--- config.mk ---
export PLATFORM = sky130hd
export DESIGN_NAME = mrs_shadow_file
export DESIGN_NICKNAME = d
export VERILOG_FILES = /design/src/rtl/mrs_shadow_pkg.sv /design/src/rtl/mrs_cmd_decode.sv /design/src/rtl/mrs_cs_map.sv /design/src/rtl/mrs_shadow_bank.sv /design/src/rtl/mrs_pair_status.sv /design/src/rtl/mrs_shadow_file.sv
export SDC_FILE = /design/constraint.sdc
export NUM_CORES = 1
export LEC_CHECK = 0
export ABC_AREA = 1
export BUFFER_PORTS_ARGS = -buffer_cell sky130_fd_sc_hd__buf_2
export CAP_MARGIN = 25
export CORE_MARGIN = 2
export CORE_UTILIZATION = 30
export CTS_BUF_LIST = sky130_fd_sc_hd__clkbuf_8
export CTS_CLUSTER_DIAMETER = 100
export DETAILED_ROUTE_END_ITERATION = 16
export SYNTH_ARGS = -nofsm -noshare
export SYNTH_HDL_FRONTEND = slang
export SYNTH_SLANG_ARGS = --single-unit
--- constraint.sdc ---
create_clock -name clk -period 7.05 [get_ports clk]
set_clock_uncertainty 0.1 [all_clocks]
set_input_delay 1.41 -clock clk [delete_from_list [all_inputs] [get_ports clk]]
set_output_delay 1.41 -clock clk [all_outputs]
set_load 0.02 [all_outputs]
--- src/rtl/mrs_shadow_pkg.sv ---
`timescale 1ns/1ps
// Package: shared encodings for the mode-register shadow file.
// Assumes: the host access kind is a 2-bit field on the host port.
package mrs_shadow_pkg;

    // Which storage a host request addresses
    typedef enum logic [1:0] {
        HK_SHADOW = 2'b00,
        HK_MAP    = 2'b01,
        HK_STATUS = 2'b10,
        HK_RSVD   = 2'b11
    } host_kind_e;

    // Mode register number is formed from {BG0, BA1, BA0}
    localparam int MR_W = 3;

endpackage

--- src/rtl/mrs_cmd_decode.sv ---
`timescale 1ns/1ps
// Module: mrs_cmd_decode
// Recognises a DDR4 mode-register-set command on the command bus. It picks
// the lowest-numbered active chip select and extracts the reversed payload.
// Assumes: A16/A15/A14 act as RAS_n/CAS_n/WE_n when ACT_n is high, and the
// bank code {BG0,BA1,BA0}=7 is the register-control word, which is excluded.
module mrs_cmd_decode #(
    parameter int NUM_CS    = 4,
    parameter int ADDR_W    = 17,
    parameter int PAYLOAD_W = 14,
    parameter int MR_W      = 3,
    parameter int CS_W      = 2
) (
    input  logic                 clk,
    input  logic                 rst_n,
    input  logic                 cmd_vld,
    input  logic [NUM_CS-1:0]    cmd_cs_n,
    input  logic                 cmd_act_n,
    input  logic [ADDR_W-1:0]    cmd_addr,
    input  logic [1:0]           cmd_ba,
    input  logic                 cmd_bg0,
    output logic                 is_mrs,
    output logic [MR_W-1:0]      mr_idx,
    output logic [CS_W-1:0]      cs_idx,
    output logic [PAYLOAD_W-1:0] payload
);
    localparam int RAS_BIT = ADDR_W - 1;
    localparam int CAS_BIT = ADDR_W - 2;
    localparam int WE_BIT  = ADDR_W - 3;

    logic any_cs;
    logic cmd_is_mrs;
    logic code_is_rcw;

    // Lowest-numbered low chip select wins (scan from the top so low overrides)
    always_comb begin
        cs_idx = '0;
        any_cs = 1'b0;
        for (int i = NUM_CS - 1; i >= 0; i--) begin
            if (!cmd_cs_n[i]) begin
                cs_idx = CS_W'(i);
                any_cs = 1'b1;
            end
        end
    end

    // Command pin pattern and excluded bank code
    always_comb begin
        cmd_is_mrs  = cmd_act_n & ~cmd_addr[RAS_BIT] & ~cmd_addr[CAS_BIT] & ~cmd_addr[WE_BIT];
        code_is_rcw = cmd_bg0 & cmd_ba[1] & cmd_ba[0];
        is_mrs      = cmd_vld & any_cs & cmd_is_mrs & ~code_is_rcw;
        mr_idx      = {cmd_bg0, cmd_ba[1], cmd_ba[0]};
    end

    // Payload bit order is reversed against the address numbering
    for (genvar g = 0; g < PAYLOAD_W; g++) begin : g_rev
        assign payload[g] = cmd_addr[PAYLOAD_W-1-g];
    end

    // the register-control code never reaches the shadow file
    a_r2_no_rcw_capture: assert property (@(posedge clk) disable iff (!rst_n)
        is_mrs |-> (mr_idx != {MR_W{1'b1}}));

    // an activate cycle is never taken as a mode-register write
    a_r1_act_blocks: assert property (@(posedge clk) disable iff (!rst_n)
        (cmd_vld && !cmd_act_n) |-> !is_mrs);

endmodule

--- src/rtl/mrs_cs_map.sv ---
`timescale 1ns/1ps
// Module: mrs_cs_map
// Programmable table that maps each chip select to a rank pair.
// Assumes: at reset chip select i maps to rank pair i modulo the pair count.
module mrs_cs_map #(
    parameter int NUM_CS = 4,
    parameter int NUM_RP = 4,
    parameter int CS_W   = 2,
    parameter int RP_W   = 2
) (
    input  logic            clk,
    input  logic            rst_n,
    input  logic            wr_en,
    input  logic [CS_W-1:0] wr_idx,
    input  logic [RP_W-1:0] wr_rp,
    input  logic [CS_W-1:0] lookup_idx,
    output logic [RP_W-1:0] lookup_rp,
    input  logic [CS_W-1:0] rd_idx,
    output logic [RP_W-1:0] rd_rp
);
    logic [RP_W-1:0] map_q [NUM_CS];

    // Table storage with identity reset
    always_ff @(posedge clk) begin
        for (int i = 0; i < NUM_CS; i++) begin
            if (!rst_n)
                map_q[i] <= RP_W'(i % NUM_RP);
            else if (wr_en && (wr_idx == CS_W'(i)))
                map_q[i] <= wr_rp;
        end
    end

    // Two independent read ports: snoop lookup and host read
    always_comb begin
        lookup_rp = map_q[lookup_idx];
        rd_rp     = map_q[rd_idx];
    end

    // a map write is visible at the next edge
    a_r3_map_write_sticks: assert property (@(posedge clk) disable iff (!rst_n)
        wr_en |=> (map_q[$past(wr_idx)] == $past(wr_rp)));

endmodule

--- src/rtl/mrs_shadow_bank.sv ---
`timescale 1ns/1ps
// Module: mrs_shadow_bank
// Payload storage for every (rank pair, mode register) pair, with a snoop
// write port, a host write port that wins on collision, and a host read port.
// Assumes: callers only present in-range indices on the write ports.
module mrs_shadow_bank #(
    parameter int NUM_RP    = 4,
    parameter int NUM_MR    = 7,
    parameter int PAYLOAD_W = 14,
    parameter int RP_W      = 2,
    parameter int MR_W      = 3
) (
    input  logic                 clk,
    input  logic                 rst_n,
    input  logic                 snoop_we,
    input  logic [RP_W-1:0]      snoop_rp,
    input  logic [MR_W-1:0]      snoop_mr,
    input  logic [PAYLOAD_W-1:0] snoop_data,
    input  logic                 host_we,
    input  logic [RP_W-1:0]      host_rp,
    input  logic [MR_W-1:0]      host_mr,
    input  logic [PAYLOAD_W-1:0] host_data,
    input  logic [RP_W-1:0]      rd_rp,
    input  logic [MR_W-1:0]      rd_mr,
    output logic [PAYLOAD_W-1:0] rd_data
);
    localparam int NUM_ENT = NUM_RP * NUM_MR;
    localparam int ENT_W   = $clog2(NUM_ENT);

    logic [PAYLOAD_W-1:0] mem [NUM_ENT];
    logic [ENT_W-1:0]     snoop_idx, host_idx, rd_idx;

    // Flatten (rank pair, mode register) into an entry number
    always_comb begin
        snoop_idx = ENT_W'(int'(snoop_rp) * NUM_MR + int'(snoop_mr));
        host_idx  = ENT_W'(int'(host_rp)  * NUM_MR + int'(host_mr));
        rd_idx    = ENT_W'(int'(rd_rp)    * NUM_MR + int'(rd_mr));
    end

    // Entry update: host write takes priority over snoop capture
    always_ff @(posedge clk) begin
        for (int e = 0; e < NUM_ENT; e++) begin
            if (!rst_n)
                mem[e] <= '0;
            else if (host_we && (host_idx == ENT_W'(e)))
                mem[e] <= host_data;
            else if (snoop_we && (snoop_idx == ENT_W'(e)))
                mem[e] <= snoop_data;
        end
    end

    // Host read mux, guarded against indices past the file
    always_comb begin
        rd_data = (rd_idx < ENT_W'(NUM_ENT)) ? mem[rd_idx] : '0;
    end

    // Checker state: remembers the winning write of the last cycle
    logic                 chk_vld;
    logic [ENT_W-1:0]     chk_idx;
    logic [PAYLOAD_W-1:0] chk_data;
    always_ff @(posedge clk) begin
        if (!rst_n) begin
            chk_vld  <= 1'b0;
            chk_idx  <= '0;
            chk_data <= '0;
        end else begin
            chk_vld  <= host_we | snoop_we;
            chk_idx  <= host_we ? host_idx  : snoop_idx;
            chk_data <= host_we ? host_data : snoop_data;
        end
    end

    // the last accepted write is what the entry holds
    a_r6_write_lands: assert property (@(posedge clk) disable iff (!rst_n)
        chk_vld |-> (mem[chk_idx] == chk_data));

    // same-entry collision keeps the host value
    a_r8_host_wins: assert property (@(posedge clk) disable iff (!rst_n)
        (host_we && snoop_we && host_idx == snoop_idx) |=> (mem[$past(host_idx)] == $past(host_data)));

endmodule

--- src/rtl/mrs_pair_status.sv ---
`timescale 1ns/1ps
// Module: mrs_pair_status
// One sticky flag per rank pair, set by snooped captures and cleared by a
// write-one-to-clear mask. A set in the same cycle as a clear wins.
module mrs_pair_status #(
    parameter int NUM_RP = 4,
    parameter int RP_W   = 2
) (
    input  logic              clk,
    input  logic              rst_n,
    input  logic              set_en,
    input  logic [RP_W-1:0]   set_rp,
    input  logic [NUM_RP-1:0] clr_mask,
    output logic [NUM_RP-1:0] status
);
    logic [NUM_RP-1:0] set_vec;

    // Decode the capture into a one-hot set vector
    always_comb begin
        set_vec = '0;
        if (set_en) set_vec[set_rp] = 1'b1;
    end

    // Sticky flags, set dominant over clear
    always_ff @(posedge clk) begin
        if (!rst_n) status <= '0;
        else        status <= (status & ~clr_mask) | set_vec;
    end

    // a flag that is not cleared never drops
    a_r9_sticky: assert property (@(posedge clk) disable iff (!rst_n)
        1'b1 |=> ((($past(status) & ~$past(clr_mask)) & ~status) == '0));

    // a capture always leaves its pair flagged
    a_r9_set_seen: assert property (@(posedge clk) disable iff (!rst_n)
        set_en |=> status[$past(set_rp)]);

endmodule

--- src/rtl/mrs_shadow_file.sv ---
`timescale 1ns/1ps
// Module: mrs_shadow_file (top)
// Snoops the DDR4 command bus for mode-register writes and keeps a shadow
// copy per rank pair. A host port reads or rewrites entries, the chip-select
// map and the status flags. Invalid host indices are refused with host_err.
// Assumes: the host drives one request per cycle; read data is registered.
module mrs_shadow_file
    import mrs_shadow_pkg::*;
#(
    parameter int NUM_CS    = 4,
    parameter int NUM_RP    = 4,
    parameter int NUM_MR    = 7,
    parameter int PAYLOAD_W = 14,
    parameter int IMG_W     = 64,
    parameter int ADDR_W    = 17
) (
    input  logic                      clk,
    input  logic                      rst_n,
    input  logic                      cmd_vld,
    input  logic [NUM_CS-1:0]         cmd_cs_n,
    input  logic                      cmd_act_n,
    input  logic [ADDR_W-1:0]         cmd_addr,
    input  logic [1:0]                cmd_ba,
    input  logic                      cmd_bg0,
    input  logic                      host_en,
    input  logic                      host_we,
    input  logic [1:0]                host_kind,
    input  logic [2:0]                host_mr,
    input  logic [$clog2(NUM_RP):0]   host_rp,
    input  logic [IMG_W-1:0]          host_wdata,
    output logic [IMG_W-1:0]          host_rdata,
    output logic                      host_err
);
    localparam int RP_W  = $clog2(NUM_RP);
    localparam int RPX_W = RP_W + 1;
    localparam int CS_W  = $clog2(NUM_CS);
    localparam logic [RPX_W-1:0] RP_LIMIT = RPX_W'(NUM_RP);
    localparam logic [RPX_W-1:0] CS_LIMIT = RPX_W'(NUM_CS);
    localparam logic [2:0]       MR_LIMIT = 3'(NUM_MR);

    // Snoop path wires
    logic                 snp_mrs;
    logic [MR_W-1:0]      snp_mr;
    logic [CS_W-1:0]      snp_cs;
    logic [PAYLOAD_W-1:0] snp_payload;
    logic [RP_W-1:0]      snp_rp;

    // Host path wires
    host_kind_e           kind;
    logic                 req_ok;
    logic                 wr_shadow, wr_map, wr_status;
    logic [PAYLOAD_W-1:0] bank_rd;
    logic [RP_W-1:0]      map_rd;
    logic [NUM_RP-1:0]    status;
    logic [NUM_RP-1:0]    clr_mask;
    logic [IMG_W-1:0]     rd_mux;
    logic                 unused_wdata;

    mrs_cmd_decode #(
        .NUM_CS(NUM_CS), .ADDR_W(ADDR_W), .PAYLOAD_W(PAYLOAD_W), .MR_W(MR_W), .CS_W(CS_W)
    ) u_decode (
        .clk(clk), .rst_n(rst_n),
        .cmd_vld(cmd_vld), .cmd_cs_n(cmd_cs_n), .cmd_act_n(cmd_act_n),
        .cmd_addr(cmd_addr), .cmd_ba(cmd_ba), .cmd_bg0(cmd_bg0),
        .is_mrs(snp_mrs), .mr_idx(snp_mr), .cs_idx(snp_cs), .payload(snp_payload)
    );

    // Classify the host request and check its indices
    always_comb begin
        kind = host_kind_e'(host_kind);
        unique case (kind)
            HK_SHADOW: req_ok = (host_rp < RP_LIMIT) && (host_mr < MR_LIMIT);
            HK_MAP:    req_ok = (host_rp < CS_LIMIT);
            HK_STATUS: req_ok = 1'b1;
            default:   req_ok = 1'b0;
        endcase
        wr_shadow = host_en && host_we && req_ok && (kind == HK_SHADOW);
        wr_map    = host_en && host_we && req_ok && (kind == HK_MAP);
        wr_status = host_en && host_we && req_ok && (kind == HK_STATUS);
        clr_mask  = wr_status ? host_wdata[NUM_RP-1:0] : '0;
    end

    assign unused_wdata = ^host_wdata[IMG_W-1:PAYLOAD_W];

    mrs_cs_map #(
        .NUM_CS(NUM_CS), .NUM_RP(NUM_RP), .CS_W(CS_W), .RP_W(RP_W)
    ) u_map (
        .clk(clk), .rst_n(rst_n),
        .wr_en(wr_map), .wr_idx(host_rp[CS_W-1:0]), .wr_rp(host_wdata[RP_W-1:0]),
        .lookup_idx(snp_cs), .lookup_rp(snp_rp),
        .rd_idx(host_rp[CS_W-1:0]), .rd_rp(map_rd)
    );

    mrs_shadow_bank #(
        .NUM_RP(NUM_RP), .NUM_MR(NUM_MR), .PAYLOAD_W(PAYLOAD_W), .RP_W(RP_W), .MR_W(MR_W)
    ) u_bank (
        .clk(clk), .rst_n(rst_n),
        .snoop_we(snp_mrs), .snoop_rp(snp_rp), .snoop_mr(snp_mr), .snoop_data(snp_payload),
        .host_we(wr_shadow), .host_rp(host_rp[RP_W-1:0]), .host_mr(host_mr),
        .host_data(host_wdata[PAYLOAD_W-1:0]),
        .rd_rp(host_rp[RP_W-1:0]), .rd_mr(host_mr), .rd_data(bank_rd)
    );

    mrs_pair_status #(
        .NUM_RP(NUM_RP), .RP_W(RP_W)
    ) u_status (
        .clk(clk), .rst_n(rst_n),
        .set_en(snp_mrs), .set_rp(snp_rp), .clr_mask(clr_mask), .status(status)
    );

    // Select the 64-bit image for the addressed storage
    always_comb begin
        rd_mux = '0;
        unique case (kind)
            HK_SHADOW: rd_mux[PAYLOAD_W-1:0] = bank_rd;
            HK_MAP:    rd_mux[RP_W-1:0]      = map_rd;
            HK_STATUS: rd_mux[NUM_RP-1:0]    = status;
            default:   rd_mux = '0;
        endcase
    end

    // Registered host response: data and error flag one cycle after request
    always_ff @(posedge clk) begin
        if (!rst_n) begin
            host_rdata <= '0;
            host_err   <= 1'b0;
        end else begin
            host_err <= host_en && !req_ok;
            if (host_en) host_rdata <= req_ok ? rd_mux : '0;
        end
    end

    // an out-of-range rank pair is flagged with zero data
    a_r7_bad_rp_flagged: assert property (@(posedge clk) disable iff (!rst_n)
        (host_en && host_rp >= RP_LIMIT && host_kind != 2'b10) |=> (host_err && host_rdata == '0));

    // read data holds while no request is made
    a_r5_rdata_holds: assert property (@(posedge clk) disable iff (!rst_n)
        !host_en |=> $stable(host_rdata));

    // upper image bits of a shadow read are always zero
    a_r4_upper_zero: assert property (@(posedge clk) disable iff (!rst_n)
        (host_en && host_kind == 2'b00) |=> (host_rdata[IMG_W-1:PAYLOAD_W] == '0));

endmodule

==> impl_metrics.ini, run 1 <==
[status]
status = finished clean

[die]
die_area_mm2 = 0.0798
start_util_pct = 30.2
chipWidth_um = 282
io_pins = 167
fp-row-count = 102
core_mm2 = 0.0771
die_y_um = 282

[critical_path]
worstPathCellList = buf_2, inv_1, nand2_1, a21oi_1, inv_1, o21ai_0, inv_1, a32oi_1, inv_1, fa_1, ha_1, a31oi_2, inv_2, nor2_2, nand3_1, nor2_1, nand3b_1
critical_path.endpoint_type = flip-flop
start_kind = input pin
rr_worst_depth = 11
worstPathArrival_ps = 6310
slowest_stage = nor2_1
crit_path_frequent_cell = inv_1
path_max_fanout = 15
slowest_delay_ps = 840
required_ps = 7240
path_class = in -> reg

[synth]
syn-cell-area_mm2 = 0.0233
synth-edff-count = 400
seq_area_frac_synth_pct = 53.3
synth_seq_cells = 419
synth-main-ff-cell = edfxtp_1
synth_cell_types = 42
async_reset_ff_share_pct = 0
syn_inst = 2641
postSynthAreaPerCell_um2 = 8.81
yosysWarnings = 0

[placed_design]
numPlacedInstances = 3610
hpwl_um = 53400
numPortBuffers = 66
place_area_mm2 = 0.0244
gp_congestion = 0.942

[timing]
tns_ps = 0
timing.final.crit_share_pct = 86.8
hold_viol = 0
fmax_mhz = 163
slew_headroom_pct = 23.1
slew_violations = 0
worst_pin_slew_ps = 1150
setup_violations = 0
rsz0062_at_grt = false
whs_ps = 360
period_needed_ps = 6120

[global_routing]
grt_pass1_wl_um = 121000
use_met1_pct = 27.9
first_global_vias = 18900
overflow = 0
use_met3_pct = 4.60
grt_max_degree = 65
antenna_found_initial = 5
grt_usage_pct = 20.4
grt-busiest-layer = met2
use_met2_pct = 31.1

[power]
max-vdd-ir-drop_mv = 0.122
p_int_mw = 4.20
power_frac_seq_pct = 44.6
power_frac_comb_pct = 21.0
power_density_mw_per_mm2 = 244
p_sw_mw = 2.10
p_leak_nw = 10.8
p_clk_share_pct = 34.4
switching_share_pct = 33.3

[run]
cap_violations = 0

[clocking]
htree_levels = 3
root_buffer = clkbuf_8
cts_buffers = 76
cts_sinks = 419
cts_setup_buffers = 0
cts_tree = yes
clockBufferDepth = 3
cts-resized-gates = 0
cts_hold_buf = 0
path_clk_slew_ps = 50
clkLatencyLatePin_ps = 670

[final_layout]
fill_cells = 7991
layout-drive-gt1-share_pct = 13.4
syn_to_final_growth_pct = 11.0
fin_nets = 2776
final_cells = 3744
finish.instance_area_mm2 = 0.0258

[detailed_routing]
ant_nets = 0
wl_um = 82800
drt_pass1_iterations = 7
drc = 0
viasPerCell = 5.42
vias = 20300
drt_iter0_markers = 2559
routedWlPerCell_um = 22.1

[hold_path]
min_path_cells = 2
worstHoldPathType = reg -> reg
==> final timing paths <==
check	startpoint	endpoint	slack [ps]
worst max-delay path	cmd_cs_n[3]	u_bank.mem[12][6]$_DFFE_PP_	930
worst min-delay path	host_rdata[4]$_SDFFE_PN0P_	host_rdata[4]$_SDFFE_PN0P_	360
worst max register to register	u_map.map_q[2][1]$_SDFFCE_PN1P_	u_bank.mem[12][6]$_DFFE_PP_	1850
worst min register to register	host_rdata[4]$_SDFFE_PN0P_	host_rdata[4]$_SDFFE_PN0P_	360
==> worst max-delay path: cells and delay by family <==
family	cells	cell delay [ps]
AO/OA/AOI/OAI	4	1360
AND/OR/NAND/NOR	5	2000
buffers and inverters	6	700
adder cells (fa/ha/maj)	2	810
==> layout by cell type, fill, tap and decap left out, types with 5 or more instances in the layout <==
cell type / instances
buf_4: 86
nor4_1: 5
inv_2: 14
o21ai_0: 104
clkinv_1: 19
nand2_4: 5
edfxtp_1: 400
fa_1: 6
a21oi_1: 40
nor2_2: 26
dfxtp_1: 19
nand4_1: 17
nand3_1: 274
clkbuf_8: 79
nand2_1: 780
ha_1: 16
nor3_1: 8
nor3_4: 10
o22ai_2: 49
conb_1: 50
buf_2: 66
o21ai_1: 41
inv_1: 158
o22ai_1: 217
nor2_1: 177
==> final cells by class <==
class / count / area (µm²) / area share (%)
inverter: 152 / 571 / 2.21
timing repair buffer: 156 / 1050 / 4.07
clock buffer: 79 / 1090 / 4.21
multi-input combinational: 1847 / 9150 / 35.4
tap: 1040 / 1300 / 5.04
antenna: 2 / 5.00 / 0.0194
sequential: 419 / 12400 / 48.0
clock inverter: 49 / 260 / 1.01
==> power by group through the flow <==
| stage | Sequential (mW) | Combinational [mW] | Clock (mW) |
|---|---|---|---|
| floorplan | 2.86 | 0.744 | 0 |
| global placement | 2.86 | 1.26 | 0 |
| detailed placement | 2.86 | 1.26 | 0 |
| CTS | 2.81 | 1.27 | 2.18 |
| global route | 2.81 | 1.38 | 2.29 |
| finish | 2.81 | 1.32 | 2.17 |
==> stage by stage <==
step / total power [mW] / util [%] / setup WS (ps)
final: 6.30 / 33.5 / 932
after global routing: 6.49 / 33.5 / 542
after global placement: 4.12 / 31.7 / 491
after floorplan: 3.60 / - / 1090
after detailed placement: 4.12 / 31.7 / 400
after CTS: 6.26 / 33.4 / 1090
==> logic make-up after synthesis <==
logic type               count (synthesis)  share of synthesized area, %
AND/OR/NAND/NOR                       1313                          24.0
flip-flops                             419                          53.3
buffers and inverters                  424                          8.34
adder cells (fa/ha/maj)                 22                          1.38
other                                    1                        0.0161
AO/OA/AOI/OAI                          460                          12.9
XOR/XNOR                                 2                         0.108
==> cells in the mapped netlist (8+ instances only) <==
cell type / instances / share of area (%)
nand2_1: 784 / 13
edfxtp_1: 400 / 52
nand3_1: 274 / 5.9
o22ai_1: 217 / 5.8
nor2_1: 177 / 2.9
inv_1: 128 / 2.1
o21ai_0: 123 / 2.6
clkbuf_1: 111 / 1.8
buf_4: 66 / 2.1
buf_2: 56 / 1.2
o22ai_2: 49 / 2.6
a21oi_1: 40 / 0.86
buf_1: 35 / 0.56
nor2_2: 26 / 0.70
o21ai_1: 22 / 0.47
dfxtp_1: 19 / 1.6
nand4_1: 17 / 0.46
ha_1: 16 / 0.86
inv_2: 13 / 0.21
clkinv_1: 11 / 0.18
nor3_4: 10 / 0.70
nor3_1: 8 / 0.17
==> layer usage <==
| layer | vias up | wire length [µm] |
|---|---|---|
| met5 | - | 23 |
| met4 | 4 | 3240 |
| met3 | 217 | 9630 |
| met2 | 1215 | 36500 |
| met1 | 9824 | 33400 |
| li1 | 9046 | - |
==> registers in the layout (all words and copies together), names as in the netlist <==
name and flops:
host_err 1, u_status.status 4, u_bank.mem 392, host_rdata 14, u_map.map_q 8
(Power assumes the default switching activity.)
==> run 2, diff against run 1 <==
--- a/config.mk
+++ b/config.mk
@@ -13,6 +13,7 @@
 export CTS_BUF_LIST = sky130_fd_sc_hd__clkbuf_8
 export CTS_CLUSTER_DIAMETER = 100
 export DETAILED_ROUTE_END_ITERATION = 16
+export MAX_ROUTING_LAYER = met4
 export SYNTH_ARGS = -nofsm -noshare
 export SYNTH_HDL_FRONTEND = slang
 export SYNTH_SLANG_ARGS = --single-unit
==> run 2 against run 1 <==
Effect of this change: final area about the same; core utilization hardly changed; power up 0.12%; combinational power hardly changed; maximum frequency increased by 2.7%; die area is the same; sequential share of layout area is essentially flat; wire length rose by 0.67%; via count down 0.66%; clock power about the same; global-route usage rose by 0.76 points; largest cell class unchanged; highest routed layer is now met4.
==> impl_metrics.ini, run 2 (synthesis gave the netlist of run 1 again) <==
[status]
status = finished clean

[critical_path]
worstPathCellList = buf_2, inv_1, nand2_1, a21oi_1, nand2_1, a32oi_1, inv_1, fa_1, inv_1, ha_1, a31oi_2, inv_2, nor2_2, nand3_1, nor2_1, nand3b_1
critical_path.endpoint_type = flip-flop
path_max_fanout = 15
path_buf_inv = 5
timing.rr.start = u_map.map_q[2][0]$_SDFFCE_PN0P_
startpoint = cmd_cs_n[3]
path_class = in -> reg
required_ps = 7260
crit_path_frequent_cell = inv_1
start_kind = input pin
slowest_stage = nor2_1
cp_num_cells = 16
slowest_delay_ps = 880
worstPathArrival_ps = 6160
worst_path_dominant_cell_family = simple AND/OR/NAND/NOR gates
rr_worst_depth = 12

[clocking]
cts_sinks = 419
root_buffer = clkbuf_8
path_clk_slew_ps = 60
htree_levels = 3
cts_buffers = 75
cts_hold_buf = 0
cts_setup_buffers = 0
clkLatencyLatePin_ps = 690
clockBufferDepth = 3
cts_tree = yes
cts-resized-gates = 0

[final_layout]
final_cells = 3745
top_register = u_bank.mem
layout-drive-gt1-share_pct = 13.4
largest_reg_flops = 392
final_common_cell = nand2_1
fill_cells = 8039
multi_input_area_mm2 = 0.00915
post-route-util_pct = 33.5
register_area_mm2 = 0.0124
final_cell_mix = nand2_1, edfxtp_1, nand3_1
syn_to_final_growth_pct = 11.0
fin_nets = 2774
top_regs = u_bank.mem: 392 flops, host_rdata: 14 flops, u_map.map_q: 8 flops

[detailed_routing]
routedWlPerCell_um = 22.3
ant_nets = 0
drt_pass1_iterations = 8
vias = 20200
wl_um = 83400
drt_iter0_markers = 2577
viasPerCell = 5.39
drc = 0

[die]
die_area_mm2 = 0.0798
io_pins = 167
die_y_um = 282
fp-row-count = 102
chipWidth_um = 282
core_mm2 = 0.0771
start_util_pct = 30.2

[hold_path]
min_path_cells = 2
worstHoldPathType = reg -> reg
hold_path_startpoint = host_rdata[10]$_SDFFE_PN0P_

[global_routing]
antenna_found_initial = 4
grt_usage_pct = 21.2
first_global_vias = 18800
grt_max_degree = 87
overflow = 0
grt_pass1_wl_um = 121000

[placed_design]
numPlacedInstances = 3610
numPortBuffers = 66
hpwl_um = 53600
gp_congestion = 0.949

[power]
power_frac_seq_pct = 44.6
p_int_mw = 4.19
power_density_mw_per_mm2 = 244
p_leak_nw = 10.8
max-vdd-ir-drop_mv = 0.121
p_clk_share_pct = 34.5
switching_share_pct = 33.5
power_frac_comb_pct = 20.9
p_sw_mw = 2.11

[timing]
hold_viol = 0
slew_headroom_pct = 22.7
fmax_mhz = 168
tns_ps = 0
setup_violations = 0
slew_violations = 0
whs_ps = 362
worst_pin_slew_ps = 1160
timing.final.crit_share_pct = 84.5
rsz0062_at_grt = false
period_needed_ps = 5960

[run]
cap_violations = 0
run 2: cell count changes in the layout (fill, tap and decap cells not counted), sizes merged:
cell	previous run	this run
clkinvlp	3	2
clkinv	23	24
buf	156	155
diode	2	5
clkbuf	79	78
run 2: per-layer routing:
metal | track usage, % | routed length (µm)
met3 | 4.93 | 10000
met5 | - | 0
met2 | 31.1 | 36600
met1 | 28.1 | 33500
met4 | 8.38 | 3210
run 2: layout make-up:
class,instances,area share [%]
Sequential cell,419,48.0
Multi-Input combinational cell,1847,35.4
Tap cell,1040,5.04
Clock buffer,78,4.16
Timing Repair Buffer,155,4.01
Inverter,152,2.21
Clock inverter,49,1.09
Antenna cell,5,0.0485
run 2: path summary, 6_finish.rpt:
| check | endpoint | slack [ps] |
|---|---|---|
| setup / recovery | u_bank.mem[12][6]$_DFFE_PP_ | 1090 |
| hold / removal | host_rdata[10]$_SDFFE_PN0P_ | 360 |
| setup reg to reg | u_bank.mem[12][6]$_DFFE_PP_ | 2010 |
| hold reg to reg | host_rdata[10]$_SDFFE_PN0P_ | 360 |
run 2: worst reg2reg max path, delay by kind of cell (launching register included):
kind                     cells  cell delay, ps
adder cells (fa/ha/maj)      2             800
AO/OA/AOI/OAI                3             970
AND/OR/NAND/NOR              4            2030
flip-flops                   1             370
buffers and inverters        3             380
run 2: power groups by stage:
stage	clock, mW	sequential, mW	combinational (mW)
5_1_grt	2.30	2.81	1.38
3_5_place_dp	0	2.86	1.27
3_3_place_gp	0	2.86	1.26
6_report	2.18	2.81	1.32
2_1_floorplan	0	2.86	0.744
4_1_cts	2.20	2.81	1.27
run 2: stage by stage:
stage          power (mW)  instance area (µm²)  worst slack [ps]
2_1_floorplan        3.60                23400              1090
3_3_place_gp         4.12                24400               645
3_5_place_dp         4.13                24400               620
4_1_cts              6.27                25800              1320
5_1_grt              6.49                25800               752
6_report             6.30                25800              1090
